**config.mk**
```make
export PLATFORM = sky130hd
export DESIGN_NAME = rf_add_unit
export DESIGN_NICKNAME = d
export VERILOG_FILES = /design/src/rtl/rf_add_pkg.sv /design/src/rtl/rf_add_decode.sv /design/src/rtl/rf_add_alu.sv /design/src/rtl/rf_add_regfile.sv /design/src/rtl/rf_add_unit.sv
export SDC_FILE = /design/constraint.sdc
export NUM_CORES = 1
export LEC_CHECK = 0
export CAP_MARGIN = 20
export CORE_ASPECT_RATIO = 1.2
export CORE_MARGIN = 8
export CORE_UTILIZATION = 55
export DETAILED_ROUTE_END_ITERATION = 16
export PLACE_DENSITY_LB_ADDON = 0.12
export SKIP_LAST_GASP = 1
export SYNTH_ARGS = -nofsm -noshare
export SYNTH_HDL_FRONTEND = slang
export SYNTH_HIERARCHICAL = 1
export SYNTH_SLANG_ARGS = --single-unit
```
**constraint.sdc**
```tcl
create_clock -name clk_i -period 3.94 [get_ports clk_i]
set_clock_uncertainty 0.1 [all_clocks]
set_input_delay 0.788 -clock clk_i [delete_from_list [all_inputs] [get_ports clk_i]]
set_output_delay 0.788 -clock clk_i [all_outputs]
set_load 0.1 [all_outputs]
```
**src/rtl/rf_add_pkg.sv**
```systemverilog
package rf_add_pkg;
  localparam int unsigned DW = 8;
  localparam int unsigned NR = 32;
  localparam int unsigned IW = $clog2(NR);
  localparam int unsigned SW = 8;

  localparam logic [5:0] OP_ADD = 6'b000011;

  // status bit positions
  localparam int unsigned FLG_C = 0;
  localparam int unsigned FLG_Z = 1;
  localparam int unsigned FLG_N = 2;
  localparam int unsigned FLG_V = 3;
  localparam int unsigned FLG_S = 4;
  localparam int unsigned FLG_H = 5;
  localparam int unsigned FLG_T = 6;
  localparam int unsigned FLG_I = 7;

  typedef struct packed {
    logic          is_add;
    logic [IW-1:0] rd;
    logic [IW-1:0] rr;
  } dec_t;
endpackage

```
**src/rtl/rf_add_decode.sv**
```systemverilog
module rf_add_decode
  import rf_add_pkg::*;
(
  input  logic [15:0] instr_i,
  output dec_t        dec_o
);
  always_comb begin
    dec_o.is_add = (instr_i[15:10] == OP_ADD);
    dec_o.rd     = instr_i[9:5];
    dec_o.rr     = instr_i[4:0];
  end
endmodule

```
**src/rtl/rf_add_alu.sv**
```systemverilog
module rf_add_alu #(
  parameter int unsigned DATA_W = 8
) (
  input  logic [DATA_W-1:0] a_i,
  input  logic [DATA_W-1:0] b_i,
  output logic [DATA_W-1:0] res_o,
  output logic              c_o,
  output logic              h_o,
  output logic              v_o,
  output logic              n_o,
  output logic              z_o,
  output logic              s_o
);
  localparam int unsigned MSB = DATA_W - 1;
  localparam int unsigned HW  = DATA_W / 2;

  logic [DATA_W:0] sum_full;
  logic [HW:0]     sum_half;

  always_comb begin
    sum_full = {1'b0, a_i} + {1'b0, b_i};
    sum_half = {1'b0, a_i[HW-1:0]} + {1'b0, b_i[HW-1:0]};
    res_o    = sum_full[MSB:0];
    c_o      = sum_full[DATA_W];
    h_o      = sum_half[HW];
    v_o      = (a_i[MSB] == b_i[MSB]) && (res_o[MSB] != a_i[MSB]);
    n_o      = res_o[MSB];
    z_o      = (res_o == '0);
    s_o      = n_o ^ v_o;
  end
endmodule

```
**src/rtl/rf_add_regfile.sv**
```systemverilog
module rf_add_regfile #(
  parameter int unsigned DATA_W = 8,
  parameter int unsigned NREGS  = 32,
  localparam int unsigned IDX_W = $clog2(NREGS)
) (
  input  logic              clk_i,
  input  logic              rst_ni,
  input  logic              add_we_i,
  input  logic [IDX_W-1:0]  add_idx_i,
  input  logic [DATA_W-1:0] add_data_i,
  input  logic              dbg_we_i,
  input  logic [IDX_W-1:0]  dbg_idx_i,
  input  logic [DATA_W-1:0] dbg_wdata_i,
  input  logic [IDX_W-1:0]  rd_idx_i,
  output logic [DATA_W-1:0] rd_data_o,
  input  logic [IDX_W-1:0]  rr_idx_i,
  output logic [DATA_W-1:0] rr_data_o,
  output logic [DATA_W-1:0] dbg_data_o
);
  logic [DATA_W-1:0] regs_q [NREGS];

  for (genvar g = 0; g < NREGS; g++) begin : g_reg
    always_ff @(posedge clk_i or negedge rst_ni) begin
      if (!rst_ni)                                    regs_q[g] <= '0;
      else if (dbg_we_i && dbg_idx_i == IDX_W'(g))    regs_q[g] <= dbg_wdata_i;
      else if (add_we_i && add_idx_i == IDX_W'(g))    regs_q[g] <= add_data_i;
    end
  end

  assign rd_data_o  = regs_q[rd_idx_i];
  assign rr_data_o  = regs_q[rr_idx_i];
  assign dbg_data_o = regs_q[dbg_idx_i];

  p_dbg_write_lands_r10: assert property (@(posedge clk_i) disable iff (!rst_ni)
    dbg_we_i |=> regs_q[$past(dbg_idx_i)] == $past(dbg_wdata_i));

  p_add_write_lands_r3: assert property (@(posedge clk_i) disable iff (!rst_ni)
    (add_we_i && !(dbg_we_i && dbg_idx_i == add_idx_i))
      |=> regs_q[$past(add_idx_i)] == $past(add_data_i));
endmodule

```
**src/rtl/rf_add_unit.sv**
```systemverilog
module rf_add_unit
  import rf_add_pkg::*;
#(
  parameter int unsigned DATA_W = rf_add_pkg::DW,
  parameter int unsigned NREGS  = rf_add_pkg::NR,
  localparam int unsigned IDX_W = $clog2(NREGS)
) (
  input  logic              clk_i,
  input  logic              rst_ni,
  input  logic              valid_i,
  input  logic [15:0]       instr_i,
  input  logic [IDX_W-1:0]  dbg_idx_i,
  input  logic              dbg_we_i,
  input  logic [DATA_W-1:0] dbg_wdata_i,
  output logic [DATA_W-1:0] dbg_data_o,
  output logic [SW-1:0]     sreg_o
);
  dec_t              dec;
  logic              add_go;
  logic [DATA_W-1:0] opa, opb, res;
  logic              fc, fh, fv, fn, fz, fs;
  logic [SW-1:0]     sreg_q, sreg_d;

  rf_add_decode i_dec (.instr_i(instr_i), .dec_o(dec));

  assign add_go = valid_i && dec.is_add;

  rf_add_regfile #(.DATA_W(DATA_W), .NREGS(NREGS)) i_rf (
    .clk_i      (clk_i),
    .rst_ni     (rst_ni),
    .add_we_i   (add_go),
    .add_idx_i  (dec.rd),
    .add_data_i (res),
    .dbg_we_i   (dbg_we_i),
    .dbg_idx_i  (dbg_idx_i),
    .dbg_wdata_i(dbg_wdata_i),
    .rd_idx_i   (dec.rd),
    .rd_data_o  (opa),
    .rr_idx_i   (dec.rr),
    .rr_data_o  (opb),
    .dbg_data_o (dbg_data_o)
  );

  rf_add_alu #(.DATA_W(DATA_W)) i_alu (
    .a_i(opa), .b_i(opb), .res_o(res),
    .c_o(fc), .h_o(fh), .v_o(fv), .n_o(fn), .z_o(fz), .s_o(fs)
  );

  // I and T pass through untouched
  always_comb begin
    sreg_d        = sreg_q;
    sreg_d[FLG_C] = fc;
    sreg_d[FLG_Z] = fz;
    sreg_d[FLG_N] = fn;
    sreg_d[FLG_V] = fv;
    sreg_d[FLG_S] = fs;
    sreg_d[FLG_H] = fh;
  end

  always_ff @(posedge clk_i or negedge rst_ni) begin
    if (!rst_ni)     sreg_q <= '0;
    else if (add_go) sreg_q <= sreg_d;
  end

  assign sreg_o = sreg_q;

  p_sreg_hold_r9: assert property (@(posedge clk_i) disable iff (!rst_ni)
    !add_go |=> $stable(sreg_q));

  p_it_zero_r7: assert property (@(posedge clk_i) disable iff (!rst_ni)
    sreg_q[FLG_I] == 1'b0 && sreg_q[FLG_T] == 1'b0);

  p_sign_rule_r6: assert property (@(posedge clk_i) disable iff (!rst_ni)
    sreg_q[FLG_S] == (sreg_q[FLG_N] ^ sreg_q[FLG_V]));

  p_ovf_same_sign_r5: assert property (@(posedge clk_i) disable iff (!rst_ni)
    (add_go && opa[DATA_W-1] != opb[DATA_W-1]) |-> !fv);

  p_decode_0eeb_r2: assert property (@(posedge clk_i) disable iff (!rst_ni)
    (instr_i == 16'h0EEB) |-> (dec.is_add && dec.rd == IDX_W'(23) && dec.rr == IDX_W'(11)));
endmodule

```
[Yosys cells after proc, flatten, opt, wreduce, memory -nomap -nowiden]
Cells that the tools add are included.
Storage, ports and cells
  output and inout port bits: 16
  bits of input ports: 33
  flip-flop bits (word level): 262
Operators by class
  muxes and demuxes: 73
  add/sub/neg operators: 2
  magnitude comparators: 3
  bitwise gates (word level): 4
  eq/ne operators: 65
  reductions and logical operators: 101
Operator list (count)
  two-way mux 8 bit: 70
  == test 5 bit (second input constant): 32
  binary-select mux 8 bit (select 5 bit): 3
  == test 5 x 4 -> 1 bit (second input constant): 16
  logical AND 1 bit: 66
  nonzero test 2 bit: 32
  == test 5 x 3 -> 1 bit (second input constant): 8
  == test 5 x 2 -> 1 bit (second input constant): 4
  greater-or-equal comparator 6 bit (second input constant): 3
  inverter 5 -> 6 bit: 3
  == test 5 x 1 -> 1 bit (second input constant): 2
  logical NOT 5 bit: 2
  adder 8 x 8 -> 9 bit: 1
  logical NOT 8 bit: 1
  == test 6 x 2 -> 1 bit (second input constant): 1
  adder 4 x 4 -> 5 bit: 1
  == test 1 bit: 1
  inequality test 1 bit: 1
  bitwise XOR 1 bit: 1

[Logic depth before layout (Yosys ltp)]
Gate-level depths: netlist (run 1).
  depth in word-level cells: 8
  gate-level depth with buffers: 16
  depth with buffers taken out: 12

[Hierarchy]
Netlist (run 1), hierarchy kept.
By module, submodules not included
  rf_add_regfile: cells an instance 1643, instances 1, area each 18327.6 um^2, sequential area each 6406.1 um^2
  rf_add_alu: cells an instance 47, instances 1, area each 394.1 um^2, sequential area each 0.0 um^2
  rf_add_unit: cells an instance 17, instances 1, area each 246.5 um^2, sequential area each 150.1 um^2
  rf_add_decode: cells an instance 12, instances 1, area each 87.6 um^2, sequential area each 0.0 um^2

[Worst setup path before layout (run 1)]
No wires, ideal clock.
  kind: input to output
  start: input dbg_idx_i[0]
  end: output dbg_data_o[0]
  buffers on the path: 3
  stages: 8
  setup slack: -1.198 ns
  data arrival time: 4.250 ns
  data required time: 3.052 ns
  path through: buf_2 > buf_6 > or2_2 > clkbuf_1 > o22ai_1 > a211oi_1 > o21a_1 > a221oi_1
Between the ends
  cells in the longest elaborated chain, start to end: 4
RTL lines
  start, declared: line rf_add_unit.sv:12  | input logic [IDX_W-1:0] dbg_idx_i,
  inverter 5 -> 6 bit (not written as such): line rf_add_regfile.sv:32  | assign dbg_data_o = regs_q[dbg_idx_i];
  binary-select mux 8 bit (select 5 bit): line rf_add_regfile.sv:32
  two-way mux 8 bit (not written as such) (2 in series): line rf_add_regfile.sv:32
  end, declared: line rf_add_unit.sv:15  | output logic [DATA_W-1:0] dbg_data_o,
Every way passes these cells. The select of a mux whose other input is x is not followed.

[Worst setup path in the final report (run 1)]
  start: input instr_i[1]
  end: register i_rf/regs_q[46] (netlist bit)
Between the ends
  cells in the longest elaborated chain, start to end: 7
RTL lines
  start, declared: line rf_add_unit.sv:11  | input logic [15:0] instr_i,
  inverter 5 -> 6 bit (not written as such): line rf_add_regfile.sv:31  | assign rr_data_o = regs_q[rr_idx_i];
  binary-select mux 8 bit (select 5 bit): line rf_add_regfile.sv:31
  two-way mux 8 bit (not written as such) (2 in series): line rf_add_regfile.sv:31
  named net opb[0]: line rf_add_unit.sv:20  | logic [DATA_W-1:0] opa, opb, res;
  adder 8 x 8 -> 9 bit: line rf_add_alu.sv:21  | sum_full = {1'b0, a_i} + {1'b0, b_i};
  named net res[6]: line rf_add_unit.sv:20
  two-way mux 8 bit: line rf_add_regfile.sv:26  | else if (add_we_i && add_idx_i == IDX_W'(g)) regs_q[g] <= add_data_i;
  two-way mux 8 bit: line rf_add_regfile.sv:25  | else if (dbg_we_i && dbg_idx_i == IDX_W'(g)) regs_q[g] <= dbg_wdata_i;
  end signal, assigned by index: line rf_add_regfile.sv:25
  end signal, assigned by index: line rf_add_regfile.sv:26
  end, declared: line rf_add_regfile.sv:20  | logic [DATA_W-1:0] regs_q [NREGS];
The timed path passes the listed nets, and every way through them passes these cells. The select of a mux whose other input is x is not followed.
A chain may end at the register's enable or synchronous reset.

==> results of run 1 <==
## per-layer routing
layer  GRT usage [%]  wire length [um]  part of all wire (%)
met4            20.0              4980                   6.5
met3            9.16              9010                    12
met1            48.7             27400                    36
met2            58.8             35400                    46
met5               0                13                 0.017
## worst register-to-register path: cells and delay by family, from the launching register on
family                   cells  cell delay [ps]
AND/OR/NAND/NOR              1               80
adder cells (fa/ha/maj)      2              410
flip-flops                   1              470
multiplexers                 4             1370
AO/OA/AOI/OAI                4              900
buffers and inverters        3              400
## cell families after synthesis
family                   share of synthesized area (%)
buffers and inverters                             4.62
multiplexers                                      41.7
AND/OR/NAND/NOR                                   9.18
adder cells (fa/ha/maj)                          0.630
other                                           0.0197
flip-flops                                        34.4
AO/OA/AOI/OAI                                     9.23
XOR/XNOR                                         0.230
## final cells by class
cell class,instances,area (sq um),share of cell area [%]
multi-input cells,1271,11900,52.5
diodes,2,5.00,0.0221
well taps,456,571,2.52
repair buffers,255,2610,11.6
clock buffers,38,821,3.63
flip-flops and latches,262,6560,29.0
clock inverters,18,151,0.669
inverters,8,30.0,0.133
## cells in the mapped netlist, drive strengths merged (2+ instances only)
| library cell | instances | area share [%] |
|---|---|---|
| xor2 | 3 | 0.14 |
| o21a | 6 | 0.24 |
| o211ai | 2 | 0.079 |
| a2111oi | 4 | 0.18 |
| ha | 8 | 0.53 |
| mux4 | 202 | 24 |
| a211oi | 9 | 0.38 |
| nor2 | 191 | 3.9 |
| nor4 | 9 | 0.52 |
| nand2b | 14 | 0.46 |
| dfrtp | 262 | 34 |
| nor2b | 13 | 0.43 |
| nor3b | 4 | 0.16 |
| o22ai | 17 | 0.63 |
| a221oi | 4 | 0.18 |
| mux2i | 310 | 16 |
| xnor2 | 2 | 0.092 |
| o31a | 2 | 0.092 |
| nor3 | 13 | 0.48 |
| o221ai | 4 | 0.18 |
| clkbuf | 94 | 1.9 |
| o21ai | 103 | 2.7 |
| nand2 | 128 | 2.5 |
| inv | 8 | 0.16 |
| a21oi | 170 | 4.5 |
| nand4 | 6 | 0.20 |
| nand3 | 8 | 0.21 |
| nand3b | 2 | 0.079 |
| or2 | 3 | 0.099 |
| and3 | 2 | 0.066 |
| mux2 | 26 | 1.5 |
| buf | 85 | 2.6 |
## power by group through the flow
stage,clock network (mW),registers [mW],logic (mW)
final,2.81,4.19,5.93
after global routing,2.92,4.21,6.12
after CTS,2.82,4.13,5.64
after detailed placement,0,4.16,5.62
after global placement,0,4.14,5.56
after floorplan,0,3.82,3.45
## worst max path at each step
| stage | start | end | slack, ps | depth (start not counted) |
|---|---|---|---|---|
| 2_1_floorplan | dbg_idx_i[0] | dbg_data_o[0] | -240 | 8 |
| 3_3_place_gp | instr_i[6] | i_rf/regs_q[38]$_DFFE_PN0P_ | -510 | 14 |
| 3_5_place_dp | instr_i[1] | i_rf/regs_q[231]$_DFFE_PN0P_ | -530 | 13 |
| 4_1_cts | dbg_idx_i[0] | dbg_data_o[5] | 10 | 7 |
| 5_1_grt | instr_i[6] | i_rf/regs_q[70]$_DFFE_PN0P_ | -20 | 15 |
| 6_report | instr_i[1] | i_rf/regs_q[46]$_DFFE_PN0P_ | 30 | 16 |
## cells in the final DEF (no fill, tap or decap), types with 4 or more instances in the layout
cell             instances
buf_6                    4
o21ai_0                 77
o22ai_1                 16
clkdlybuf4s50_1         29
nor3b_2                  4
ha_4                     5
nor3_1                   6
o21a_1                   6
mux4_2                 202
a21oi_1                167
clkbuf_16               33
mux2_2                  20
nor3_2                   5
o21ai_1                 25
nand2b_1                14
nor2_2                  10
buf_12                  44
nor4_1                   4
clkbuf_8                 4
mux2_4                   6
a211oi_1                 8
dfrtp_1                262
o221ai_1                 4
nand4_1                  6
buf_4                  170
nand3_1                  8
nor2b_1                 13
clkbuf_1                 4
nor2_1                 181
nand2_1                127
mux2i_1                310
clkinv_2                 9
inv_1                    7
## state kept, by name, summed over array words and instances (netlist names)
name and cells:
i_rf/regs_q 256, sreg_o 6
## repair_timing
action,CTS,global route
resized for setup,0,8
buffers inserted,0,13
endpoints found under the setup margin,0,45
hold endpoints to repair,0,0
## metrics by stage
stage	instance area [sq um]	util [%]
6_report	22600	66.4
5_1_grt	22600	66.4
4_1_cts	22400	65.7
3_5_place_dp	21400	62.9
3_3_place_gp	21400	62.9
2_1_floorplan	19500	-
==> flow_metrics.py, run 1 <==
metrics = {
    "setup_path": {
        "timing.rr.start": "i_rf/regs_q[168]$_DFFE_PN0P_",
        "crit_path_end_kind": "flip-flop",
        "path_cells": "buf_8, buf_12, mux4_2, mux4_2, mux2_4, ha_4, inv_2, fa_2, nor2b_1, o31a_1, o31a_1, a21oi_4, buf_12, clkbuf_16, mux2i_1, a21oi_1",
        "start_kind": "input pin",
        "critical_path_arrival_ps": 4310,
        "crit-reg2reg-capture": "i_rf/regs_q[46]$_DFFE_PN0P_",
        "cp_max_fo": 16,
        "cp_top_family": "multiplexers",
        "path_class": "input pin to flip-flop",
        "critPathRequiredTime_ps": 4340,
        "cpPeakStageDelay_ps": 510,
        "critPathSlowestCell": "mux4_2",
        "reg2reg_depth": 14,
        "critPathBufInv": 5,
        "r2r_setup_slack_ps": 130,
    },
    "sta": {
        "setup_viol": 0,
        "tightest_slew_ps": 1020,
        "post-route-period-util_pct": 99.1,
        "fin_crit_ps": 3910,
        "worst_slack_ps": 34.7,
        "fmax_mhz": 256,
        "finalSetupTns_ps": 0,
        "hold_viol": 0,
        "hold_slack_ps": 78.3,
        "slew_headroom_pct": 31.7,
        "slew_violations": 0,
    },
    "yosys": {
        "synth-async-reset-ratio_pct": 100,
        "yosysUniqueCellTypes": 51,
        "ys.flop_type": "dfrtp_1",
        "synth_edf_count": 0,
        "synth_warnings": 6,
        "yosysSeqAreaShare_pct": 34.4,
        "syn_inst": 1719,
        "synth-seq-cells": 262,
        "syn_avg_cell_area_sq_um": 11.1,
        "netlist_area_sq_mm": 0.0191,
    },
    "placed_design": {
        "gp_congestion": 1.03,
        "hpwl_mm": 55.6,
        "place_ws_ps": -528,
        "portBuffers": 46,
        "dp_cells": 2236,
    },
    "clock_network": {
        "clk_pin_slew_ps": 70,
        "ctsHoldBuffers": 0,
        "cts_max_level": 1,
        "insertion_delay_ps": 600,
        "root_buffer": "clkbuf_16",
        "cts_made_buffers": 30,
        "cts_sinks": 262,
        "cts_tree": "built",
        "clock_path_buffers": 3,
    },
    "finish": {
        "synthToLayoutAreaGrowth_pct": 18.7,
        "layout-drive-gt1-share_pct": 30.1,
        "fill_cells": 2683,
        "layoutNonFillerInstCount": 2310,
        "final_nets": 1870,
    },
    "pwr": {
        "p_int_mw": 7.53,
        "leakage_nw": 9.65,
        "power.switching_mw": 5.40,
        "powerDensity_mw_per_mm2": 572,
        "comb_power_share_pct": 45.9,
        "seqPwrFrac_pct": 32.4,
        "power_frac_clock_pct": 21.7,
        "worst_ir_drop_vdd_mv": 0.506,
        "switching_share_pct": 41.8,
        "total_power_mw": 12.9,
    },
    "routing": {
        "ant_nets": 0,
        "route.detailed.drc": 0,
        "first_iter_violations": 2378,
        "firstDrtPassIters": 8,
        "routed_wl_mm": 76.9,
        "vias": 16466,
        "vias_per_cell": 7.13,
        "wl_per_cell_um": 33.3,
    },
    "grt": {
        "grt_max_degree": 91,
        "track_usage_pct": 37.8,
        "antenna_found_initial": 2,
        "grt_pass1_vias": 15791,
        "grt_pass1_wl_mm": 112,
        "overflow": 0,
    },
    "status": {
        "outcome": "finished, final reports clean",
    },
    "run": {
        "drv_cap": 0,
    },
    "floorplan": {
        "rows": 74,
        "die_w_um": 186,
        "start_util_pct": 55.9,
        "core_sq_mm": 0.0341,
        "die_area_sq_mm": 0.0409,
        "die_height_um": 220,
        "design.portCount": 49,
    },
    "min_path": {
        "hold_path_class": "input pin to async pin",
    },
}
Note: power is estimated with default switching activity, not from simulation.
==> run 2: changes to the inputs <==
--- a/config.mk
+++ b/config.mk
@@ -10,6 +10,7 @@
 export CORE_MARGIN = 8
 export CORE_UTILIZATION = 55
 export DETAILED_ROUTE_END_ITERATION = 16
+export GPL_ROUTABILITY_DRIVEN = 0
 export PLACE_DENSITY_LB_ADDON = 0.12
 export SKIP_LAST_GASP = 1
 export SYNTH_ARGS = -nofsm -noshare
==> run 2 against run 1 <==
  * Non-clock buffer count shrank 1
  * Critical path type unchanged
  * Worst setup slack lost 6.2 ps
  * Critical path depth shrank 2
  * Sequential power is essentially flat
  * Via count shrank 0.74%
==> flow_metrics.py, run 2 (same netlist as run 1, synthesis figures left out) <==
metrics = {
    "status": {
        "outcome": "finished, final reports clean",
    },
    "finish": {
        "fill_cells": 2674,
        "final_cell_mix": "mux2i_1, dfrtp_1, mux4_2",
        "regMostFlops": "i_rf/regs_q",
        "largest_register_ffs": 256,
        "layout-drive-gt1-share_pct": 29.8,
        "final_nets": 1868,
        "final_common_cell": "mux2i_1",
        "synthToLayoutAreaGrowth_pct": 18.1,
        "utilization_pct": 66.0,
    },
    "pwr": {
        "seqPwrFrac_pct": 32.6,
        "power.switching_mw": 5.30,
        "total_power_mw": 12.8,
        "comb_power_share_pct": 46.0,
        "powerDensity_mw_per_mm2": 571,
        "switching_share_pct": 41.3,
        "worst_ir_drop_vdd_mv": 0.502,
        "power_frac_clock_pct": 21.4,
        "leakage_nw": 9.59,
        "p_int_mw": 7.54,
    },
    "routing": {
        "first_iter_violations": 2348,
        "wl_per_cell_um": 31.9,
        "routed_wl_mm": 73.7,
        "drt-met1-wl_mm": 25.6,
        "route.detailed.drc": 0,
        "vias_per_cell": 7.08,
        "wl_met2_mm": 33.3,
        "vias": 16344,
        "ant_nets": 0,
        "dr_wl_met3_mm": 9.01,
        "top_layer": "met5",
        "firstDrtPassIters": 7,
    },
    "setup_path": {
        "critPathBufInv": 4,
        "cp_top_family": "multiplexers",
        "reg2reg_depth": 13,
        "critPathRequiredTime_ps": 4330,
        "start_kind": "input pin",
        "path_cells": "buf_6, buf_12, mux4_2, mux4_2, mux2_4, ha_4, nor2b_1, o31a_1, o31a_1, a21oi_4, buf_12, clkbuf_16, mux2i_1, a21oi_1",
        "path_class": "input pin to flip-flop",
        "critPathSlowestCell": "mux4_2",
        "critical_path_arrival_ps": 4300,
        "crit_path_end_kind": "flip-flop",
        "critical_path_cell_count": 14,
        "cpPeakStageDelay_ps": 610,
        "cp_max_fo": 9,
    },
    "clock_network": {
        "root_buffer": "clkbuf_16",
        "cts_max_level": 1,
        "cts_sinks": 262,
        "insertion_delay_ps": 580,
        "cts_made_buffers": 29,
        "clock_path_buffers": 3,
        "cts_tree": "built",
        "clk_pin_slew_ps": 60,
    },
    "placed_design": {
        "hpwl_mm": 52.3,
        "portBuffers": 46,
    },
    "sta": {
        "post-route-period-util_pct": 99.3,
        "tightest_slew_ps": 1010,
        "hold_viol": 0,
        "slew_headroom_pct": 32.5,
        "slew_violations": 0,
        "hold_slack_ps": 168,
        "finalSetupTns_ps": 0,
        "setup_viol": 0,
        "fin_crit_ps": 3910,
        "fmax_mhz": 256,
    },
    "floorplan": {
        "die_w_um": 186,
        "die_height_um": 220,
        "design.portCount": 49,
        "core_sq_mm": 0.0341,
        "die_area_sq_mm": 0.0409,
        "start_util_pct": 55.9,
        "rows": 74,
    },
    "run": {
        "drv_cap": 0,
    },
    "min_path": {
        "hold_path_class": "input pin to async pin",
    },
    "grt": {
        "overflow": 0,
        "track_usage_pct": 35.9,
        "grt_max_degree": 97,
        "grt_pass1_wl_mm": 107,
        "grt_pass1_vias": 15806,
        "antenna_found_initial": 5,
    },
}
## run 2: cell types whose count changed in the layout (fill, tap and decap cells not counted), moves of 2 or more
cell      delta
inv_6        +2
clkinv_2     -2
buf_4        +6
clkinv_4     -3
buf_12       -9
diode_2      +3
## run 2: power groups by stage
stage | logic, mW | registers, mW | clock network (mW)
floorplan | 3.45 | 3.82 | 0
global placement | 5.35 | 4.10 | 0
detailed placement | 5.43 | 4.14 | 0
CTS | 5.45 | 4.10 | 2.77
global route | 6.07 | 4.20 | 2.87
finish | 5.91 | 4.18 | 2.75
## run 2: worst register-to-register path, cell delays in order, from the launching register on
cell,delay (ps)
dfrtp_1,440
mux4_2,580
mux4_2,470
mux2_2,350
inv_1,110
fa_2,210
nor2b_1,50
o31a_1,280
o31a_1,300
a21oi_4,180
buf_12,160
clkbuf_16,180
mux2i_1,80
a21oi_1,150
## run 2: final timing paths
path                                              from                            to  slack (ps)
min in group clk_i               sreg_o[4]$_DFFE_PN0P_         sreg_o[4]$_DFFE_PN0P_         410
hold reg to reg                  sreg_o[4]$_DFFE_PN0P_         sreg_o[4]$_DFFE_PN0P_         410
setup / recovery                            instr_i[1]   i_rf/regs_q[22]$_DFFE_PN0P_          30
setup reg to reg           i_rf/regs_q[97]$_DFFE_PN0P_   i_rf/regs_q[22]$_DFFE_PN0P_         210
max in group asynchronous                       rst_ni         sreg_o[2]$_DFFE_PN0P_        2550
hold / removal                                  rst_ni  i_rf/regs_q[237]$_DFFE_PN0P_         170
## run 2: metrics by stage
| stage | worst slack [ps] | cell area (sq um) | instances |
|---|---|---|---|
| 2_1_floorplan | -244 | 19500 | 1720 |
| 3_3_place_gp | -433 | 21300 | 2233 |
| 3_5_place_dp | -481 | 21300 | 2233 |
| 4_1_cts | 107 | 22200 | 2285 |
| 5_1_grt | -8.31 | 22500 | 2303 |
| 6_report | 28.6 | 22500 | 2308 |
## run 2: routing by layer
| layer | global-route usage, % | up-vias |
|---|---|---|
| li1 | - | 6659 |
| met1 | 45.3 | 8044 |
| met2 | 55.3 | 1275 |
| met3 | 9.10 | 360 |
| met4 | 21.2 | 6 |
| met5 | 0 | - |
## run 2: area by class of cell
type                       count  area, sq um  share of cell area [%]
clock inverter                13          128                   0.567
timing repair buffer         254         2520                    11.2
tap                          456          571                    2.54
clock buffer                  39          813                    3.61
inverter                       8         30.0                   0.133
multi-input combinational   1271        11900                    52.7
sequential                   262         6560                    29.1
antenna                        5         12.5                  0.0556
## run 2: timing repair
item                       4_1_cts  5_1_grt
setup endpoints to repair        2       23
gates resized for setup          1        5
hold buffers                     0        0
cloned                           0        6
buffers inserted                 0       12
